<file path="src/rtl/slave_msg_pkg.sv">
package slave_msg_pkg;
  localparam int unsigned BYTE_W = 8;
  typedef logic [BYTE_W-1:0] byte_t;

  typedef struct packed {
    logic  flag;
    byte_t value;
  } reply_t;

  function automatic logic is_payload(input logic valid, input logic is_cmd);
    return valid && !is_cmd;
  endfunction

  function automatic logic is_instr(input logic valid, input logic is_cmd);
    return valid && is_cmd;
  endfunction

  function automatic logic wants_reply(input logic fire, input byte_t op, input byte_t rb_op);
    return fire && (op == rb_op);
  endfunction
endpackage

</file>
<file path="src/rtl/sd_data_hold.sv">
module sd_data_hold
  import slave_msg_pkg::*;
(
  input  logic  clk,
  input  logic  rst_n,
  input  logic  load,
  input  byte_t din,
  output byte_t q
);
  always_ff @(posedge clk) begin
    if (!rst_n)    q <= '0;
    else if (load) q <= din;
  end

  assert_hold_only_on_payload_R6: assert property (@(posedge clk) disable iff (!rst_n)
    (q != $past(q)) |-> $past(load));
endmodule

</file>
<file path="src/rtl/sd_cmd_issue.sv">
module sd_cmd_issue
  import slave_msg_pkg::*;
(
  input  logic  clk,
  input  logic  rst_n,
  input  logic  fire,
  input  byte_t opcode_in,
  input  byte_t held,
  output logic  strobe,
  output byte_t opcode,
  output byte_t operand
);
  always_ff @(posedge clk) begin
    if (!rst_n) begin
      strobe  <= 1'b0;
      opcode  <= '0;
      operand <= '0;
    end else begin
      strobe <= fire;
      if (fire) begin
        opcode  <= opcode_in;
        operand <= held;
      end
    end
  end

  assert_strobe_from_instr_R5: assert property (@(posedge clk) disable iff (!rst_n)
    strobe |-> $past(fire));
  assert_operand_is_held_R6: assert property (@(posedge clk) disable iff (!rst_n)
    $past(fire) |-> (operand == $past(held)));
endmodule

</file>
<file path="src/rtl/sd_reply_slot.sv">
module sd_reply_slot
  import slave_msg_pkg::*;
(
  input  logic   clk,
  input  logic   rst_n,
  input  logic   load,
  input  byte_t  value,
  input  logic   ack,
  output logic   pending,
  output reply_t slot
);
  always_ff @(posedge clk) begin
    if (!rst_n) begin
      pending <= 1'b0;
      slot    <= '0;
    end else if (load) begin
      pending    <= 1'b1;
      slot.flag  <= 1'b0;
      slot.value <= value;
    end else if (ack) begin
      pending <= 1'b0;
    end
  end

  assert_hold_until_ack_R8: assert property (@(posedge clk) disable iff (!rst_n)
    (pending && !ack) |=> pending);
  assert_reply_is_payload_R7: assert property (@(posedge clk) disable iff (!rst_n)
    $past(load) |-> (pending && slot.value == $past(value)));
endmodule

</file>
<file path="src/rtl/slave_msg_decoder.sv">
module slave_msg_decoder
  import slave_msg_pkg::*;
#(
  parameter logic [7:0] OP_READBACK = 8'h01
) (
  input  logic       clk,
  input  logic       rst_n,
  input  logic       msg_valid,
  input  logic       msg_is_cmd,
  input  logic [7:0] msg_byte,
  output logic [7:0] data_q,
  output logic       cmd_strobe,
  output logic [7:0] cmd_opcode,
  output logic [7:0] cmd_operand,
  output logic       tx_req,
  output logic       tx_flag,
  output logic [7:0] tx_byte,
  input  logic       tx_ack
);
  logic   data_load;
  logic   cmd_fire;
  logic   reply_load;
  reply_t reply;

  assign data_load  = is_payload(msg_valid, msg_is_cmd);
  assign cmd_fire   = is_instr(msg_valid, msg_is_cmd);
  assign reply_load = wants_reply(cmd_fire, msg_byte, OP_READBACK);

  sd_data_hold u_hold (
    .clk(clk), .rst_n(rst_n), .load(data_load), .din(msg_byte), .q(data_q)
  );

  sd_cmd_issue u_issue (
    .clk(clk), .rst_n(rst_n), .fire(cmd_fire), .opcode_in(msg_byte),
    .held(data_q), .strobe(cmd_strobe), .opcode(cmd_opcode), .operand(cmd_operand)
  );

  sd_reply_slot u_reply (
    .clk(clk), .rst_n(rst_n), .load(reply_load), .value(data_q),
    .ack(tx_ack), .pending(tx_req), .slot(reply)
  );

  assign tx_flag = reply.flag;
  assign tx_byte = reply.value;

  assert_payload_no_strobe_R4: assert property (@(posedge clk) disable iff (!rst_n)
    (msg_valid && !msg_is_cmd) |=> !cmd_strobe);
  assert_tx_only_on_request_R9: assert property (@(posedge clk) disable iff (!rst_n)
    $rose(tx_req) |-> $past(msg_valid && msg_is_cmd && msg_byte == OP_READBACK));
  assert_ack_drops_R8: assert property (@(posedge clk) disable iff (!rst_n)
    (tx_req && tx_ack && !reply_load) |=> !tx_req);
endmodule

</file>
<file path="config.mk">
export PLATFORM = sky130hd
export DESIGN_NAME = slave_msg_decoder
export DESIGN_NICKNAME = d
export VERILOG_FILES = /design/src/rtl/slave_msg_pkg.sv /design/src/rtl/sd_data_hold.sv /design/src/rtl/sd_cmd_issue.sv /design/src/rtl/sd_reply_slot.sv /design/src/rtl/slave_msg_decoder.sv
export SDC_FILE = /design/constraint.sdc
export NUM_CORES = 1
export LEC_CHECK = 0
export ABC_AREA = 0
export BUFFER_PORTS_ARGS = -buffer_cell sky130_fd_sc_hd__buf_2
export CAP_MARGIN = 10
export CORE_MARGIN = 5
export CORE_UTILIZATION = 34
export DETAILED_ROUTE_END_ITERATION = 16
export PLACE_DENSITY = 0.66
export SLEW_MARGIN = 30
export SYNTH_ARGS = -nofsm -noshare
export SYNTH_HDL_FRONTEND = slang
export SYNTH_SLANG_ARGS = --single-unit
</file>
<file path="constraint.sdc">
create_clock -name clk -period 1.36 [get_ports clk]
set_input_delay 0.34 -clock clk [delete_from_list [all_inputs] [get_ports clk]]
set_output_delay 0.34 -clock clk [all_outputs]
set_load 0.005 [all_outputs]
</file>
After elaboration in Yosys (flattened, before gate mapping)
Index checks and enable logic that the tools add are counted.
W data, S select, Z words.

storage, ports and cells
  bits in registers = 34
  input port bits = 13
  output and inout bits = 35
  logic and storage cells = 14

operators by class
  eq/ne operators = 1
  multiplexer cells = 2
  reductions and logical operators = 5

operator list
  kind                  count
  $eq A8 B1 Y1 const B  1
  $logic_and A1 B1 Y1   3
  $mux W1               2
  $reduce_bool A2 Y1    1
  $logic_not A1 Y1      1

Longest topological paths before layout
Gate-level depths: netlist of the first run.

  depth in word-level cells = 3
  depth in mapped cells = 5
  mapped depth without buffers = 3

By module
From an unflattened synthesis of the first run, not the netlist that was laid out.

unflattened totals
  cells, all modules = 113
  area total of the unflattened synthesis = 1331.3 um^2

modules (own cells, without submodules)
  module             times used  cells each  area each (um^2)  seq. area each (um^2)
  sd_cmd_issue       1           53          643.1             340.3
  sd_reply_slot      1           30          346.6             180.2
  sd_data_hold       1           25          301.5             160.2
  slave_msg_decoder  1           5           40.0              0.0

Worst setup path before layout of the first run
Ideal clock, no wire load.

  kind = in2reg
  start = input msg_byte[1]
  end = register u_reply.slot[0] (netlist bit)
  setup time = 0.119 ns
  data arrival time = 0.947 ns
  required time = 1.241 ns
  setup slack = 0.294 ns
  cell stages on the path = 4
  buffers on the path = 1
  cell sequence = nor4b_2 > nand3_1 > buf_6 > mux2i_1

between the ends
  word-level cells in the longest chain between the ends = 2

RTL lines
  item                 line                     source
  from (decl)          slave_msg_decoder.sv:10  input logic [7:0] msg_byte,
  $eq A8 B1 Y1         slave_msg_pkg.sv:19      return fire && (op == rb_op);
  $logic_and A1 B1 Y1  slave_msg_pkg.sv:19
  to (decl)            sd_reply_slot.sv:10      output reply_t slot

No other way between the ends.
A chain may end at the register's enable or synchronous reset.

Worst setup path after layout of the first run
  start = register u_hold.q[0]
  end = output data_q[0]

RTL lines
  item                    line                     source
  from (decl)             sd_data_hold.sv:8        output byte_t q
  from (signal assigned)  sd_data_hold.sv:12       else if (load) q <= din;
  to (decl)               slave_msg_decoder.sv:11  output logic [7:0] data_q,

No word-level cell between the ends.

==> results of run 1 <==
## flip-flops by register name (all words and copies together) (netlist names)
register         count
u_hold.q             8
u_issue.opcode       8
u_issue.operand      8
u_issue.strobe       1
u_reply.pending      1
u_reply.slot         8
## cells in the final DEF (no fill, tap or decap), types with 2 or more instances in the layout
cell type  netlist  routed
a21boi_0         6       6
a21boi_1        10      10
buf_2            2      46
buf_4            3       3
clkbuf_1         4       2
clkbuf_8         0       5
dfxtp_1         34      34
mux2i_1         16      16
nand2_1         47      47
nor2b_1          9       9
## per-layer routing
metal  vias up  track usage  routed length, um
li1        548            -                  -
met1       475       0.1480               1339
met4         0      0.05010                 34
met2        30       0.1638               1281
met5         -            0                  0
met3         2      0.04709                224
## layout make-up
class	instances	area share
well taps	48	0.03601
clock buffers	7	0.04576
multi-input cells	98	0.3466
flip-flops and latches	34	0.4081
repair buffers	50	0.1635
## stage by stage
stage	hold WS, ns	setup slack, ns	utilization	cells	power (mW)
detailed placement	0.4444	0.06495	0.4283	230	1.229
floorplan	0.4514	0.2938	-	142	1.152
global placement	0.4444	0.08981	0.4283	230	1.227
finish	0.3338	0.1959	0.4488	237	1.880
CTS	0.3274	0.1780	0.4488	237	1.908
global route	0.3270	0.1357	0.4488	237	1.970
## worst register-to-register path: cells and delay by family, from the launching register on
family             cells  cell delay (ns)
AOI/OAI and AO/OA      1             0.13
DFF                    1             0.40
and+or+nand+nor        1             0.08
## kinds of logic after synthesis
group | synth area share
and+or+nand+nor | 0.2194
buffers and inverters | 0.04463
AOI/OAI and AO/OA | 0.09496
muxes | 0.1216
DFF | 0.5166
other | 0.002846
## power by group through the flow
stage	Sequential (mW)	Combinational [mW]	Clock, mW
2_1_floorplan	1.07	0.0859	0
3_3_place_gp	1.07	0.162	0
3_5_place_dp	1.07	0.163	0
4_1_cts	1.04	0.163	0.700
5_1_grt	1.05	0.181	0.742
6_report	1.04	0.160	0.676
## path summary, 6_finish.rpt
check	start	end	slack, ns	cells after the start
worst max-delay path	u_hold.q[0]	data_q[0]	0.20	1
worst min-delay path	tx_ack	u_reply.pending	0.33	3
worst max register to register	u_hold.q[1]	u_issue.operand[1]	0.69	2
worst min register to register	u_issue.opcode[5]	u_issue.opcode[5]	0.45	2
==> PnR_summary.wiki, run 1 <==
{| class="wikitable"
! Metric !! Value
|-
| Synthesis warning total || 0
|-
| Diode count || 0
|-
| Cell breakdown of the critical path || buf_2
|-
| Async set or reset register ratio after synthesis || 0
|-
| Cts hold-fix bufs || 0
|-
| Share of total power consumed by net switching || 0.2271
|-
| Die Height || about 72 um
|-
| Max-cap check violation count || 0
|-
| Buffers and inverters on the worst path || 1
|-
| Most frequent cells after synthesis || 47 x nand2_1, 34 x dfxtp_1, 16 x mux2i_1, 10 x a21boi_1, 9 x nor2b_1
|-
| Vias per inst || between 4 and 5
|-
| Number of library cell types mapped by synthesis || 20
|-
| TNS Setup || 0 ns
|-
| Minimum period implied by the final worst setup slack || about 1.2 ns
|-
| Overall global routing resource usage || 0.1137
|-
| Number of I/O pins || 48
|-
| Clock tree from TritonCTS || done
|-
| Delay contributed by the slowest stage of the critical path || roughly 0.4 ns
|-
| Nature of the critical path endpoint || output pin
|-
| Post-CTS setup buffer count || 0
|-
| Die Wd || 72.25 um
|-
| Floorplan row count || 22
|-
| Path class of the lowest-slack min-delay path || input port to flip-flop
|-
| Portion of the clock cycle consumed by the worst path in the final layout || 0.8560
|-
| Cell class contributing the biggest share of worst-path delay || flip-flops
|-
| Core outline area || 3716 um^2
|-
| Dominant register cell in the synthesized netlist || dfxtp_1
|-
| Clock Pin Slew Worst Setup and Hold Paths || roughly 0.06 ns
|-
| Count of state elements after synthesis || 34
|-
| Portion of total power attributed to sequential cells || 0.555
|-
| Total congestion overflow after global routing || 0
|-
| Portion of total power attributed to the clock network || 0.360
|-
| Routed via count || 1055
|-
| Cell types with the largest area share after synthesis || dfxtp_1 52%, nand2_1 13%, mux2i_1 12%
|-
| Post-cts repair resize count || 0
|-
| First drt pass iteration count || 4
|-
| Static Leak || 0.7880 nW
|-
| Source-to-sink clock delay at the later pin of the worst-skew pair || about 0.27 ns
|-
| Post-synth EDFFs || 0
|-
| CTS HTree Levels || 2
|-
| Post-detailed-route DRC marker count || 0
|-
| Total die area || roughly 5200 um^2
|-
| Highest Clock Rate || ~0.86 GHz
|-
| Gate Count Post-Synth || 142
|-
| Register area || 680.7 um^2
|-
| Number of nets produced by synthesis || 155
|-
| Count of endpoints failing setup in the final report || 0
|-
| Library cell contributing the largest single delay on the critical path || dfxtp_1
|-
| Endpoints failing hold || 0
|-
| Start-to-end type of the worst setup path || flip-flop to output pin
|-
| Wire length reported by the detailed router || roughly 2900 um
|-
| Count of buffers from port buffering || 46
|-
| Cell area power density || 1127 nW/um^2
|-
| Final Max Slew Viols || 0
|-
| Number of antenna violations at the first check in global routing || 0
|-
| Most frequent cell after synthesis || nand2_1
|-
| Cell-internal power || ~1.5 mW
|-
| RSZ-0062 raised after global routing || no
|-
| Net switching power figure || approximately 430 uW
|-
| Proportion of layout cells with a drive suffix above 1 || 0.2963
|-
| Routability Congestion || 0.6975
|-
| Area post-placement || around 1600 um^2
|-
| Non-Filler Cell Area, Final || approximately 1700 um^2
|-
| Peak fanout along the critical path || 4
|-
| Final ANT Viol Nets || 0
|-
| Critical path data arrival time || between 0.8 and 0.9 ns
|-
| Num CTS Buffers || 5
|-
| Syn-to-layout area delta || 26.59%
|-
| Total Nets Final || 202
|-
| Worst-case clock skew || around 0.0030 ns
|-
| Pin count of the biggest net entering global routing || 31
|-
| Routed wirelength normalized by instance count || around 12 um
|-
| Post-synth top area share || 0.5166
|-
| Netlist area before placement || approximately 1300 um^2
|-
| Fraction of the yosys area taken by sequential cells || 0.5166
|-
| Slew at the pin closest to its max-slew limit || 0.5172 ns
|-
| Global-route wire length before repair || about 4600 um
|-
| Gate power share || 0.085
|-
| Clock tree root driver cell || clkbuf_8
|-
| Result of the run || completed
|-
| Vias in the first global route || approximately 960
|-
| Final HPWL from detailed placement || roughly 2200 um
|-
| WP data required || between 1 and 1.5 ns
|-
| Initial standard-cell utilization of the core || 0.3545
|-
| Number of fill cells || between 300 and 400
|-
| Most area-hungry cell type in the Yosys netlist || dfxtp_1
|-
| Avg Synthesized Cell Area || about 9.3 um^2
|-
| Buffer levels on the longest clock path || 2
|-
| Area taken by multi-input logic gates || about 580 um^2
|-
| Crit start category || flip-flop
|-
| Peak ir drop on the vdd network || about 0.42 mV
|-
| Slew HR || 0.6552
|-
| Number of violations reported at the end of detailed-routing iteration 0 || 56
|-
| Sink count of the clock tree || 34
|}
Power figures use the tool's default switching activity.
==> inputs of run 2 (changes only) <==
--- a/config.mk
+++ b/config.mk
@@ -10,6 +10,7 @@
 export CAP_MARGIN = 10
 export CORE_MARGIN = 5
 export CORE_UTILIZATION = 34
+export CTS_BUF_LIST = sky130_fd_sc_hd__clkbuf_16
 export DETAILED_ROUTE_END_ITERATION = 16
 export PLACE_DENSITY = 0.66
 export SLEW_MARGIN = 30
==> PnR_summary.wiki, run 2 (same netlist as run 1, synthesis figures left out) <==
{| class="wikitable"
! Metric !! Value
|-
| Result of the run || completed
|-
| Post-detailed-route DRC marker count || 0
|-
| Cts hold-fix bufs || 0
|-
| Endpoints failing hold || 0
|-
| Syn-to-layout area delta || 30.86%
|-
| Final setup slack of the worst path || 0.2136 ns
|-
| Num CTS Buffers || 5
|-
| Overall global routing resource usage || 0.1166
|-
| WP data required || roughly 1 ns
|-
| RSZ-0062 raised after global routing || no
|-
| Die Wd || about 72 um
|-
| Die Height || around 72 um
|-
| Static Leak || between 0.8 and 0.9 nW
|-
| Minimum period implied by the final worst setup slack || 1.146 ns
|-
| Floorplan row count || 22
|-
| Pin count of the biggest net entering global routing || 31
|-
| Cell breakdown of the critical path || buf_2
|-
| Clock tree root driver cell || clkbuf_16
|-
| Proportion of layout cells with a drive suffix above 1 || 0.2963
|-
| CTS HTree Levels || 2
|-
| Number of I/O pins || between 40 and 50
|-
| Total Nets Final || 202
|-
| Cell class contributing the biggest share of worst-path delay || flip-flops
|-
| Nature of the critical path endpoint || output pin
|-
| Number of antenna violations at the first check in global routing || 0
|-
| Final HPWL from detailed placement || 2154 um
|-
| Final Max Slew Viols || 0
|-
| Sink count of the clock tree || 34
|-
| Clock Pin Slew Worst Setup and Hold Paths || approximately 0.050 ns
|-
| Post-cts repair resize count || 0
|-
| Buffer levels on the longest clock path || 2
|-
| Path class of the lowest-slack min-delay path || input port to flip-flop
|-
| Final ANT Viol Nets || 0
|-
| Slew at the pin closest to its max-slew limit || approximately 0.52 ns
|-
| Cell area power density || 1286 nW/um^2
|-
| Slew HR || 0.6538
|-
| Delay contributed by the slowest stage of the critical path || roughly 0.39 ns
|-
| Count of buffers from port buffering || between 40 and 50
|-
| Count of endpoints failing setup in the final report || 0
|-
| Non-Filler Cell Area, Final || roughly 1700 um^2
|-
| Source-to-sink clock delay at the later pin of the worst-skew pair || 0.27 ns
|-
| Start-to-end type of the worst setup path || flip-flop to output pin
|-
| Vias in the first global route || 981
|-
| Wire length reported by the detailed router || slightly below 3000 um
|-
| First drt pass iteration count || 5
|-
| Critical path data arrival time || a little over 0.8 ns
|-
| Commonest non-fill, non-tap cell in the layout || nand2_1
|-
| Portion of the clock cycle consumed by the worst path in the final layout || 0.8429
|-
| Library cell contributing the largest single delay on the critical path || dfxtp_1
|-
| Initial standard-cell utilization of the core || 0.3545
|-
| Clock tree from TritonCTS || done
|-
| Peak ir drop on the vdd network || between 0.6 and 0.7 mV
|-
| Peak fanout along the critical path || 4
|-
| Highest Clock Rate || ~0.87 GHz
|-
| Diode count || 0
|-
| Routability Congestion || approximately 0.7
|-
| Core outline area || ~3700 um^2
|-
| Crit start category || flip-flop
|-
| Max-cap check violation count || 0
|-
| Buffers and inverters on the worst path || 1
|-
| Total congestion overflow after global routing || 0
|-
| Global-route wire length before repair || about 4700 um
|-
| Post-CTS setup buffer count || 0
|-
| TNS Setup || 0 ns
|-
| Post-Place Worst Slack || about 0.065 ns
|-
| Worst-case clock skew || 0.002865 ns
|-
| Area post-placement || between 1500 and 2000 um^2
|-
| Commonest non-fill, non-tap cells in the layout || 47 x nand2_1, 46 x buf_2, 34 x dfxtp_1, 16 x mux2i_1, 10 x a21boi_1
|-
| Total die area || 5220 um^2
|-
| Routed wirelength normalized by instance count || between 10 and 15 um
|-
| Number of violations reported at the end of detailed-routing iteration 0 || 30
|-
| Vias per inst || roughly 4.5
|-
| Routed via count || around 1.1k
|}
==> run 2: final timing paths <==
| kind | endpoint | slack (ns) | from | cells past startpoint |
|---|---|---|---|---|
| worst max-delay path | data_q[0] | 0.21 | u_hold.q[0] | 1 |
| worst min-delay path | u_hold.q[6] | 0.34 | msg_byte[6] | 3 |
| worst max register to register | u_issue.operand[3] | 0.69 | u_hold.q[3] | 2 |
| worst min register to register | u_issue.opcode[5] | 0.45 | u_issue.opcode[5] | 2 |
==> run 2: stage by stage <==
stage	hold slack [ns]	power, mW	cells	util
floorplan	0.4514	1.152	142	-
global placement	0.4444	1.227	230	0.4283
detailed placement	0.4444	1.229	230	0.4283
CTS	0.3370	2.252	237	0.4640
global route	0.3443	2.308	237	0.4640
finish	0.3421	2.218	237	0.4640
==> run 2: routing by layer <==
| layer | up-vias | global-route usage | share of wire | wire (um) |
|---|---|---|---|---|
| met5 | - | 0 | 0 | 0 |
| met4 | 0 | 0.06889 | 0.013 | 37 |
| met3 | 7 | 0.03878 | 0.070 | 203 |
| met2 | 34 | 0.1678 | 0.45 | 1297 |
| met1 | 470 | 0.1506 | 0.47 | 1352 |
| li1 | 547 | - | - | - |
==> run 2: power breakdown <==
| part | internal [mW] | switching (mW) | leakage (nW) | total, mW |
|---|---|---|---|---|
| Clock | 0.652 | 0.360 | 0.0723 | 1.01 |
| Sequential | 1.03 | 0.0193 | 0.276 | 1.05 |
| Combinational | 0.0769 | 0.0834 | 0.473 | 0.160 |
| Total | 1.76 | 0.462 | 0.822 | 2.22 |
==> run 2: layout make-up <==
type,count,area [um^2]
Timing Repair Buffer,50,272.8
Clock inverter,2,7.507
Tap cell,48,60.06
Multi-Input combinational cell,98,578.1
Sequential cell,34,680.7
Fill cell,383,1992
Clock buffer,5,125.1
